$ cat src/rtl/drum_lock_pkg.sv
package drum_lock_pkg;
  typedef enum logic [1:0] {
    MODE_ACCEL = 2'b00,
    MODE_TRACK = 2'b01,
    MODE_IDLE  = 2'b10
  } lock_mode_e;
endpackage

$ cat src/rtl/sync_rise_det.sv
module sync_rise_det #(
  parameter int STAGES = 2
) (
  input  logic clk_i,
  input  logic rst_ni,
  input  logic async_i,
  output logic rise_o
);
  logic [STAGES:0] pipe_q;

  always_ff @(posedge clk_i or negedge rst_ni) begin
    if (!rst_ni) pipe_q[0] <= 1'b0;
    else         pipe_q[0] <= async_i;
  end

  for (genvar i = 1; i <= STAGES; i++) begin : g_stage
    always_ff @(posedge clk_i or negedge rst_ni) begin
      if (!rst_ni) pipe_q[i] <= 1'b0;
      else         pipe_q[i] <= pipe_q[i-1];
    end
  end

  assign rise_o = pipe_q[STAGES-1] & ~pipe_q[STAGES];

  assert_single_pulse_R11: assert property (@(posedge clk_i) disable iff (!rst_ni)
    rise_o |=> !rise_o);
endmodule

$ cat src/rtl/usec_timebase.sv
module usec_timebase #(
  parameter int CLK_PER_US = 250,
  parameter int TS_W       = 16
) (
  input  logic            clk_i,
  input  logic            rst_ni,
  output logic [TS_W-1:0] usec_o
);
  localparam int PS_W = (CLK_PER_US > 1) ? $clog2(CLK_PER_US) : 1;
  localparam logic [PS_W-1:0] PS_LAST = PS_W'(CLK_PER_US - 1);

  logic [PS_W-1:0] ps_q;
  logic [TS_W-1:0] usec_q;
  logic            tick;

  assign tick = (ps_q == PS_LAST);

  always_ff @(posedge clk_i or negedge rst_ni) begin
    if (!rst_ni) begin
      ps_q   <= '0;
      usec_q <= '0;
    end else begin
      ps_q <= tick ? '0 : ps_q + 1'b1;
      if (tick) usec_q <= usec_q + 1'b1;
    end
  end

  assign usec_o = usec_q;

  assert_count_on_tick_R7: assert property (@(posedge clk_i) disable iff (!rst_ni)
    !tick |=> $stable(usec_q));
endmodule

$ cat src/rtl/sat_step.sv
module sat_step #(
  parameter int W = 12
) (
  input  logic [W-1:0] val_i,
  input  logic [W-1:0] step_i,
  input  logic         up_i,
  input  logic         down_i,
  output logic [W-1:0] val_o
);
  logic [W:0] sum;
  assign sum = {1'b0, val_i} + {1'b0, step_i};

  always_comb begin
    if (up_i)        val_o = sum[W] ? '1 : sum[W-1:0];
    else if (down_i) val_o = (step_i > val_i) ? '0 : val_i - step_i;
    else             val_o = val_i;
  end
endmodule

$ cat src/rtl/drum_lock_ctrl.sv
module drum_lock_ctrl
  import drum_lock_pkg::*;
#(
  parameter int TS_W   = 16,
  parameter int PWR_W  = 12,
  parameter int GOOD_W = 8
) (
  input  logic              clk_i,
  input  logic              rst_ni,
  input  logic              drum_edge_i,
  input  logic              video_edge_i,
  input  logic [TS_W-1:0]   now_i,
  input  logic              stop_i,
  input  logic [TS_W-1:0]   period_min_i,
  input  logic [TS_W-1:0]   period_max_i,
  input  logic [TS_W-1:0]   phase_min_i,
  input  logic [TS_W-1:0]   phase_max_i,
  input  logic [PWR_W-1:0]  coarse_step_i,
  input  logic [PWR_W-1:0]  fine_step_i,
  input  logic [GOOD_W-1:0] good_limit_i,
  output logic [PWR_W-1:0]  power_o,
  output logic              power_valid_o,
  output lock_mode_e        mode_o
);
  lock_mode_e        mode_q;
  logic              have_ref_q;
  logic [TS_W-1:0]   ref_ts_q, vid_ts_q;
  logic [GOOD_W-1:0] good_q;
  logic [PWR_W-1:0]  power_q, power_nxt, step;
  logic              valid_q;

  logic [TS_W-1:0]   period, phase, vid_eff;
  logic [GOOD_W:0]   good_inc;
  logic              in_accel, in_track, meas, up, down, in_win, qualify;

  assign in_accel = (mode_q == MODE_ACCEL);
  assign in_track = (mode_q == MODE_TRACK);

  // modulo differences tolerate timestamp wrap
  assign period  = now_i - ref_ts_q;
  assign vid_eff = video_edge_i ? now_i : vid_ts_q;
  assign phase   = now_i - vid_eff;

  assign meas = drum_edge_i && ((in_accel && have_ref_q) || in_track);

  always_comb begin
    up   = 1'b0;
    down = 1'b0;
    if (meas && in_accel) begin
      up   = period > period_max_i;
      down = period < period_min_i;
    end else if (meas && in_track) begin
      up   = phase < phase_min_i;
      down = phase > phase_max_i;
    end
  end

  assign step     = in_accel ? coarse_step_i : fine_step_i;
  assign in_win   = !(period > period_max_i) && !(period < period_min_i);
  assign good_inc = {1'b0, good_q} + 1'b1;
  assign qualify  = meas && in_accel && in_win;

  sat_step #(.W(PWR_W)) i_sat_step (
    .val_i  (power_q),
    .step_i (step),
    .up_i   (up),
    .down_i (down),
    .val_o  (power_nxt)
  );

  always_ff @(posedge clk_i or negedge rst_ni) begin
    if (!rst_ni) begin
      mode_q     <= MODE_ACCEL;
      have_ref_q <= 1'b0;
      ref_ts_q   <= '0;
      vid_ts_q   <= '0;
      good_q     <= '0;
      power_q    <= '0;
      valid_q    <= 1'b0;
    end else begin
      valid_q <= meas;
      if (video_edge_i) vid_ts_q <= now_i;
      if (drum_edge_i && in_accel) begin
        ref_ts_q   <= now_i;
        have_ref_q <= 1'b1;
      end
      if (meas) power_q <= power_nxt;
      if (qualify) begin
        good_q <= good_inc[GOOD_W-1:0];
        if (good_inc > {1'b0, good_limit_i}) mode_q <= MODE_TRACK;
      end
      if (meas && in_track && stop_i) mode_q <= MODE_IDLE;
    end
  end

  assign power_o       = power_q;
  assign power_valid_o = valid_q;
  assign mode_o        = mode_q;

  assert_power_moves_with_strobe_R3: assert property (@(posedge clk_i) disable iff (!rst_ni)
    !valid_q |-> $stable(power_q));
  assert_no_return_to_speed_R6: assert property (@(posedge clk_i) disable iff (!rst_ni)
    (mode_q != MODE_ACCEL) |=> (mode_q != MODE_ACCEL));
  assert_idle_silent_R10: assert property (@(posedge clk_i) disable iff (!rst_ni)
    (mode_q == MODE_IDLE) |=> !valid_q);
endmodule

$ cat src/rtl/drum_phase_lock.sv
module drum_phase_lock
  import drum_lock_pkg::*;
#(
  parameter int CLK_PER_US  = 250,
  parameter int TS_W        = 16,
  parameter int PWR_W       = 12,
  parameter int GOOD_W      = 8,
  parameter int SYNC_STAGES = 2
) (
  input  logic              clk_i,
  input  logic              rst_ni,
  input  logic              drum_sync_i,
  input  logic              video_sync_i,
  input  logic              stop_i,
  input  logic [TS_W-1:0]   period_min_i,
  input  logic [TS_W-1:0]   period_max_i,
  input  logic [TS_W-1:0]   phase_min_i,
  input  logic [TS_W-1:0]   phase_max_i,
  input  logic [PWR_W-1:0]  coarse_step_i,
  input  logic [PWR_W-1:0]  fine_step_i,
  input  logic [GOOD_W-1:0] good_limit_i,
  output logic [PWR_W-1:0]  power_o,
  output logic              power_valid_o,
  output logic [1:0]        mode_o
);
  logic            drum_edge, video_edge;
  logic [TS_W-1:0] now_us;
  lock_mode_e      mode;

  sync_rise_det #(.STAGES(SYNC_STAGES)) i_drum_sync (
    .clk_i(clk_i), .rst_ni(rst_ni), .async_i(drum_sync_i), .rise_o(drum_edge));

  sync_rise_det #(.STAGES(SYNC_STAGES)) i_video_sync (
    .clk_i(clk_i), .rst_ni(rst_ni), .async_i(video_sync_i), .rise_o(video_edge));

  usec_timebase #(.CLK_PER_US(CLK_PER_US), .TS_W(TS_W)) i_timebase (
    .clk_i(clk_i), .rst_ni(rst_ni), .usec_o(now_us));

  drum_lock_ctrl #(.TS_W(TS_W), .PWR_W(PWR_W), .GOOD_W(GOOD_W)) i_ctrl (
    .clk_i         (clk_i),
    .rst_ni        (rst_ni),
    .drum_edge_i   (drum_edge),
    .video_edge_i  (video_edge),
    .now_i         (now_us),
    .stop_i        (stop_i),
    .period_min_i  (period_min_i),
    .period_max_i  (period_max_i),
    .phase_min_i   (phase_min_i),
    .phase_max_i   (phase_max_i),
    .coarse_step_i (coarse_step_i),
    .fine_step_i   (fine_step_i),
    .good_limit_i  (good_limit_i),
    .power_o       (power_o),
    .power_valid_o (power_valid_o),
    .mode_o        (mode)
  );

  assign mode_o = mode;

  assert_strobe_from_edge_R11: assert property (@(posedge clk_i) disable iff (!rst_ni)
    power_valid_o |-> $past(drum_edge));
endmodule

$ cat config.mk
export PLATFORM = sky130hd
export DESIGN_NAME = drum_phase_lock
export DESIGN_NICKNAME = d
export VERILOG_FILES = /design/src/rtl/drum_lock_pkg.sv /design/src/rtl/sync_rise_det.sv /design/src/rtl/usec_timebase.sv /design/src/rtl/sat_step.sv /design/src/rtl/drum_lock_ctrl.sv /design/src/rtl/drum_phase_lock.sv
export SDC_FILE = /design/constraint.sdc
export NUM_CORES = 1
export LEC_CHECK = 0
export ABC_AREA = 1
export ABC_CLOCK_PERIOD_IN_PS = 4000
export BUFFER_PORTS_ARGS = -buffer_cell sky130_fd_sc_hd__buf_2
export CAP_MARGIN = 20
export CORE_ASPECT_RATIO = 1.75
export CORE_MARGIN = 2
export CORE_UTILIZATION = 28
export CTS_CLUSTER_DIAMETER = 80
export DETAILED_ROUTE_END_ITERATION = 16
export PLACE_DENSITY = 0.49
export SYNTH_ARGS = -nofsm -noshare
export SYNTH_HDL_FRONTEND = slang
export SYNTH_SLANG_ARGS = --single-unit
$ cat constraint.sdc
create_clock -name clk_i -period 4 [get_ports clk_i]
set_clock_uncertainty 0.05 [all_clocks]
set_input_delay 0.8 -clock clk_i [delete_from_list [all_inputs] [get_ports clk_i]]
set_output_delay 0.8 -clock clk_i [all_outputs]
set_load 0.02 [all_outputs]
==> impl_metrics.tcl, run 1 <==
set metrics [dict create \
    outcome "complete, no violations" \
    min_period_over_period_pct 91.63 \
    drtPass1Iterations 4 \
    drtIter0Drc 270 \
    core_area_sq_um 30630 \
    leakage_nw 5.980 \
    fin_hold_ws_ns 0.3073 \
    dieArea_sq_um 32380 \
    grt_start_max_net_pins 58 \
    crit_buf_inv 3 \
    hold_end "i_video_sync.pipe_q[1]" \
    slowest_stage "dfrtp_1" \
    crit_arrival_ns 3.86 \
    cp_cell_sequence "nand2_4 -> clkinvlp_4 -> or2_2 -> o21ai_0 -> ha_1 -> buf_4 -> nand2_1 -> o21ai_0 -> a21oi_1 -> nand2_1 -> nand2_1 -> nand2_1 -> ha_1 -> a21oi_1 -> o211ai_1 -> nor2_1 -> nand2_1 -> nand2_2 -> nand2_8 -> buf_12 -> nand2_1 -> nand2_1 -> nand2_1 -> nand2_1" \
    relSlewSlack_pct 46.75 \
    worstMarginPinSlew_ns 0.7987 \
    hpwl_mm 20.43 \
    dieWidth_um 136.9 \
    path_common_cell "nand2_1" \
    cts_root_buf "clkbuf_16" \
    cts_tree "done" \
    critPathTopFamily "simple AND/OR/NAND/NOR gates" \
    min_from "i_video_sync.pipe_q[0]" \
    clock-sinks 86 \
    clkTransAtPathRegs_ns 0.07 \
    drc 0 \
    fin_ws_ns 0.3350 \
    antenna_cells_inserted 0 \
    required_ns 4.19 \
    slew_violations 0 \
    place_ws_ns 0.03423 \
    cts_made_buffers 9 \
    avgRoutedWirePerCell_um 13.56 \
    rr_worst_depth 24 \
    fin_util_pct 33.93 \
    rsz0062_at_grt "true" \
    fill_cells 3354 \
    ys_warn_count 0 \
    vias 8195 \
    grt_antenna_before_repair 0 \
    nets 1627 \
    synthTopCellsByArea "dfrtp_1, ha_1, nand2_1, inv_1, xor2_1" \
    grt_util_all_layers_pct 15.21 \
    die_y_um 236.5 \
    worstPathMaxFanout 19 \
    fp-row-count 85 \
    clk_latency_ns 0.35 \
    max_clock_freq_ghz 0.2728 \
    cp-start-kind "flop" \
    maxCapViolations 0 \
    drive_gt1_share_pct 17.09 \
    routed_wirelength_mm 24.34 \
    io_buffers 115 \
    finalNonFillerCells 1795 \
    first_global_vias 8331 \
    syn_nets 1481 \
    synth_top_area_share_pct 24.87 \
    reg2reg_slack_ns 0.33 \
    grt-ovfl-total 0 \
    initial_core_util_pct 28.25 \
    r2r_end "i_ctrl.power_o[8]" \
    finalHoldViolCount 0 \
    area_growth_pct 20.13 \
    ios 116 \
    setup_viol 0 \
    avgViaCountPerCell 4.565 \
    yosysSeqAreaShare_pct 24.87 \
    syn_inst 1253 \
    dp.cells 1763 \
    period_minus_slack_ns 3.665 \
    path_class "reg -> reg" \
    syn-cell-area_sq_um 8652 \
    ys_ff_latch 86 \
    reg2reg_from "i_video_sync.pipe_q[1]" \
    syn_avg_cell_area_sq_um 6.905 \
    worstSetupEndpointType "flop" \
    powerDensity_nw_per_um2 368.2 \
    holdCritPathClass "reg -> reg" \
    drtAntennaViolNets 0 \
    clock_path_buffers 2 \
    htreeDepth 3 \
    grt_pass1_wl_mm 39.01 \
    synth_largest_area_cell "dfrtp_1" \
    synth_cell_type_count 41 \
    peakVddDrop_mv 0.2586 \
    place_congestion 0.8801 \
    crit_path_max_incr_delay_ns 0.40 \
    hold_depth 0 \
]
[state kept, by name (all words and copies together) (netlist names)]
| signal | flops |
|---|---|
| i_ctrl.power_o | 12 |
| i_ctrl.vid_ts_q | 16 |
| i_video_sync.pipe_q | 3 |
| i_drum_sync.pipe_q | 3 |
| i_ctrl.power_valid_o | 1 |
| i_ctrl.good_q | 8 |
| i_ctrl.mode_o | 2 |
| i_timebase.usec_o | 16 |
| i_timebase.ps_q | 8 |
| i_ctrl.ref_ts_q | 16 |
| i_ctrl.have_ref_q | 1 |
[cell usage after synthesis, drive strengths merged]
| cell type | count |
|---|---|
| o21ai | 81 |
| xor2 | 46 |
| a221oi | 1 |
| nand4 | 17 |
| o211ai | 1 |
| or2 | 8 |
| a21o | 3 |
| nor3b | 2 |
| buf | 16 |
| a21boi | 1 |
| nor2 | 80 |
| o21a | 5 |
| xnor2 | 14 |
| a21oi | 80 |
| and3 | 2 |
| a31oi | 5 |
| mux2 | 1 |
| nand3b | 3 |
| clkbuf | 8 |
| ha | 124 |
| nand3 | 81 |
| fa | 3 |
| nand2 | 321 |
| dfrtp | 86 |
| inv | 239 |
| nor3 | 18 |
| o21bai | 7 |
[per-layer routing]
layer  track usage (%)  up-vias  part of all wire [%]
met4             6.779        0                   4.5
met3             1.392       58                   1.7
met5                 0        -                     0
li1                  -     4270                     -
met1             13.82     3757                    35
met2             32.12      110                    59
[worst max path at each step]
| stage | depth (start not counted) | slack (ns) | from | endpoint |
|---|---|---|---|---|
| 2_1_floorplan | 24 | 0.49 | i_video_sync.pipe_q[1] | i_ctrl.power_o[10] |
| 3_3_place_gp | 23 | 0.04 | i_video_sync.pipe_q[1] | i_ctrl.power_o[9] |
| 3_5_place_dp | 23 | 0.03 | i_video_sync.pipe_q[1] | i_ctrl.power_o[8] |
| 4_1_cts | 24 | 0.04 | i_video_sync.pipe_q[1] | i_ctrl.power_o[6] |
| 5_1_grt | 24 | -0.01 | i_video_sync.pipe_q[1] | i_ctrl.power_o[4] |
| 6_report | 24 | 0.33 | i_video_sync.pipe_q[1] | i_ctrl.power_o[8] |
[cells in the final DEF (no fill, tap or decap), types with 4 or more instances in the layout]
| master | instances |
|---|---|
| xnor2_1 | 14 |
| nand3_1 | 76 |
| a21oi_1 | 69 |
| clkbuf_16 | 9 |
| o21bai_1 | 7 |
| inv_2 | 5 |
| buf_2 | 114 |
| nand2_2 | 9 |
| o21ai_0 | 71 |
| inv_1 | 232 |
| nand3_2 | 4 |
| or2_2 | 8 |
| nor2_2 | 7 |
| a21oi_2 | 9 |
| o21ai_1 | 10 |
| xor2_1 | 44 |
| nor3_2 | 4 |
| nand2_1 | 309 |
| a31oi_1 | 5 |
| nor3_1 | 14 |
| ha_4 | 4 |
| o21a_1 | 5 |
| ha_1 | 120 |
| dfrtp_1 | 86 |
| buf_4 | 41 |
| nor2_1 | 71 |
| nand4_1 | 16 |
[metrics by stage]
stage          cell area, sq um  setup TNS [ns]  power (W)
3_5_place_dp               9806               0   0.002910
4_1_cts                   10110               0   0.003812
6_report                  10390               0   0.003827
2_1_floorplan              8652               0   0.002357
5_1_grt                   10390        -0.02584   0.004137
3_3_place_gp               9806               0   0.002907
[power by group]
group / switching, W / internal [W]
Sequential: 0.0000795 / 0.000938
Clock: 0.000382 / 0.000493
Combinational: 0.00127 / 0.000669
Total: 0.00173 / 0.00210
[final cells by class]
class / count / area, sq um / share of cell area [%]
Clock buffer: 9 / 225.2 / 2.167
Tap cell: 391 / 489.2 / 4.707
Clock inverter: 7 / 77.57 / 0.7464
Inverter: 239 / 903.4 / 8.691
Sequential cell: 86 / 2152 / 20.71
Timing Repair Buffer: 158 / 924.6 / 8.896
Multi-Input combinational cell: 905 / 5622 / 54.09
[what timing repair did]
action / 4_1_cts / 5_1_grt
resized for setup: 0 / 42
setup buffers: 0 / 15
endpoints found under the hold margin: 0 / 0
hold buffers: 0 / 0
setup endpoints to repair: 0 / 20
[cell families after synthesis]
logic type / Yosys count / share of synthesized area [%]
DFF: 86 / 24.87
AOI/OAI and AO/OA: 184 / 11.60
muxes: 1 / 0.1301
and+or+nand+nor: 532 / 26.75
buffers and inverters: 263 / 11.95
adders and majority gates: 127 / 18.63
xor gates and xnor gates: 60 / 6.074
No activity file was read; power rests on OpenSTA's default activity.
==> inputs of run 2 (changes only) <==
- CORE_MARGIN: 2 -> 10
- CORE_UTILIZATION: 28 -> 45
- PLACE_DENSITY: 0.49 -> 0.69
==> impl_metrics.tcl, run 2 (synthesized netlist as in run 1, its figures left out) <==
set metrics [dict create \
    clockPowerShare_pct 23.0 \
    drtIter0Drc 360 \
    clock-sinks 86 \
    avgViaCountPerCell 5.007 \
    worstPathMaxFanout 12 \
    maxCapViolations 0 \
    htreeDepth 3 \
    first_global_vias 8464 \
    layout_commonest_cell "nand2_1" \
    powerDensity_nw_per_um2 374.3 \
    grt_antenna_before_repair 0 \
    holdCritPathClass "reg -> reg" \
    clkTransAtPathRegs_ns 0.06 \
    switching_share_pct 44.40 \
    combinationalPowerShare_pct 49.5 \
    ios 116 \
    worstMarginPinSlew_ns 0.7212 \
    critPathTopFamily "simple AND/OR/NAND/NOR gates" \
    fill_cells 1916 \
    grt_start_max_net_pins 36 \
    routed_wirelength_mm 22.51 \
    dp.cells 1603 \
    min_period_over_period_pct 92.71 \
    core_area_sq_um 19030 \
    setup_viol 0 \
    cts_made_buffers 9 \
    dieWidth_um 124.8 \
    antenna_cells_inserted 0 \
    worstSetupEndpointType "flop" \
    cts_root_buf "clkbuf_16" \
    required_ns 4.23 \
    grt_util_all_layers_pct 17.55 \
    switchingPower_w 0.001665 \
    nets 1607 \
    vias 8136 \
    crit_path_max_incr_delay_ns 0.41 \
    finalHoldViolCount 0 \
    grt-ovfl-total 0 \
    outcome "complete, no violations" \
    crit_buf_inv 4 \
    grt_pass1_wl_mm 37.76 \
    cp-start-kind "flop" \
    avgRoutedWirePerCell_um 13.85 \
    fp-row-count 67 \
    clock_path_buffers 2 \
    initial_core_util_pct 45.47 \
    cp_cell_sequence "nand2_4 -> clkinvlp_4 -> or2_2 -> o21ai_0 -> ha_1 -> a21oi_2 -> o21ai_0 -> a221oi_2 -> nand2_1 -> nand2_1 -> nand2_1 -> ha_1 -> nand2_1 -> nor2_2 -> nand4_1 -> inv_1 -> a31oi_1 -> nand2_1 -> nand2_1 -> inv_1 -> buf_6 -> nand3_1 -> nand2_1" \
    drc 0 \
    area_growth_pct 15.78 \
    finalNonFillerCells 1625 \
    drtPass1Iterations 7 \
    drtAntennaViolNets 0 \
    period_minus_slack_ns 3.708 \
    cts_tree "done" \
    clk_latency_ns 0.34 \
    slew_violations 0 \
    io_buffers 115 \
    leakage_nw 5.877 \
    fin_hold_ws_ns 0.3182 \
    max_clock_freq_ghz 0.2697 \
    fin_setup_tns_ns 0 \
    slowest_stage "dfrtp_1" \
    drive_gt1_share_pct 15.82 \
    relSlewSlack_pct 51.41 \
    crit_arrival_ns 3.94 \
    hpwl_mm 19.00 \
    peakVddDrop_mv 0.4460 \
    place_congestion 0.8988 \
    die_y_um 203.4 \
    p_int_w 0.002085 \
    path_class "reg -> reg" \
    fin_util_pct 52.64 \
    cts_hold_buf 0 \
    seqPwrFrac_pct 27.5 \
    path_common_cell "nand2_1" \
    dieArea_sq_um 25390 \
    most-common-layout-cells "nand2_1, inv_1, ha_1" \
]
-- run 2: cell types whose count changed in the layout (fill, tap and decap cells not counted), sizes merged --
cell | previous run | this run
inv | 242 | 240
nand2 | 322 | 321
clkbuf | 9 | 10
buf | 158 | 139
clkinv | 2 | 3
-- run 2: metal layers --
| metal | global-route usage, % | part of all wire (%) | vias to the layer above |
|---|---|---|---|
| met3 | 1.923 | 2.2 | 54 |
| met1 | 15.37 | 33 | 3730 |
| met2 | 37.59 | 60 | 123 |
| li1 | - | - | 4229 |
| met5 | 0 | 0 | - |
| met4 | 8.010 | 4.0 | 0 |
-- run 2: power groups by stage --
stage / combinational [W] / sequential [W] / clock, W
2_1_floorplan: 0.00127 / 0.00108 / 0
3_3_place_gp: 0.00179 / 0.00104 / 0
3_5_place_dp: 0.00180 / 0.00105 / 0
4_1_cts: 0.00182 / 0.00103 / 0.000880
5_1_grt: 0.00209 / 0.00104 / 0.000913
6_report: 0.00186 / 0.00103 / 0.000863
-- run 2: final cells by class --
class | instances | area, sq um | share of cell area (%)
inverters | 239 | 900.9 | 8.993
clock inverters | 6 | 68.82 | 0.6870
clock buffers | 10 | 239.0 | 2.386
multi-input cells | 904 | 5573 | 55.63
well taps | 241 | 301.5 | 3.010
repair buffers | 139 | 782.0 | 7.807
flip-flops and latches | 86 | 2152 | 21.48
-- run 2: worst register-to-register path: stages (launching register included) --
cell and delay, ns:
dfrtp_1 0.41, nand2_4 0.10, clkinvlp_4 0.13, or2_2 0.30
o21ai_0 0.11, ha_1 0.35, a21oi_2 0.20, o21ai_0 0.16
a221oi_2 0.28, nand2_1 0.08, nand2_1 0.06, nand2_1 0.08
ha_1 0.28, nand2_1 0.06, nor2_2 0.13, nand4_1 0.08
inv_1 0.07, a31oi_1 0.07, nand2_1 0.14, nand2_1 0.08
inv_1 0.12, buf_6 0.17, nand3_1 0.08, nand2_1 0.07
-- run 2: timing repair --
| item | 4_1_cts | 5_1_grt |
|---|---|---|
| endpoints found under the hold margin | 0 | 0 |
| setup buffers | 0 | 6 |
| gates resized for setup | 0 | 34 |
| setup endpoints to repair | 0 | 19 |
-- run 2: worst paths after layout --
path / slack [ns] / end / startpoint / depth (start not counted)
worst max-delay path: 0.29 / i_ctrl.power_o[1] / i_video_sync.pipe_q[1] / 23
worst min-delay path: 0.32 / i_video_sync.pipe_q[1] / i_video_sync.pipe_q[0] / 0
worst max register to register: 0.29 / i_ctrl.power_o[1] / i_video_sync.pipe_q[1] / 23
worst min register to register: 0.32 / i_video_sync.pipe_q[1] / i_video_sync.pipe_q[0] / 0
max in group asynchronous: 2.70 / i_ctrl.vid_ts_q[8] / rst_ni / 2
min in group asynchronous: 0.37 / i_ctrl.vid_ts_q[2] / rst_ni / 1
-- run 2: per-stage QoR --
stage / setup slack [ns] / instance area [sq um] / power (W)
final: 0.2915 / 10020 / 0.003750
after detailed placement: 0.08165 / 9543 / 0.002850
after global routing: -0.03780 / 10020 / 0.004047
after floorplan: 0.4877 / 8652 / 0.002357
after global placement: 0.1621 / 9543 / 0.002832
after CTS: 0.06196 / 9851 / 0.003731
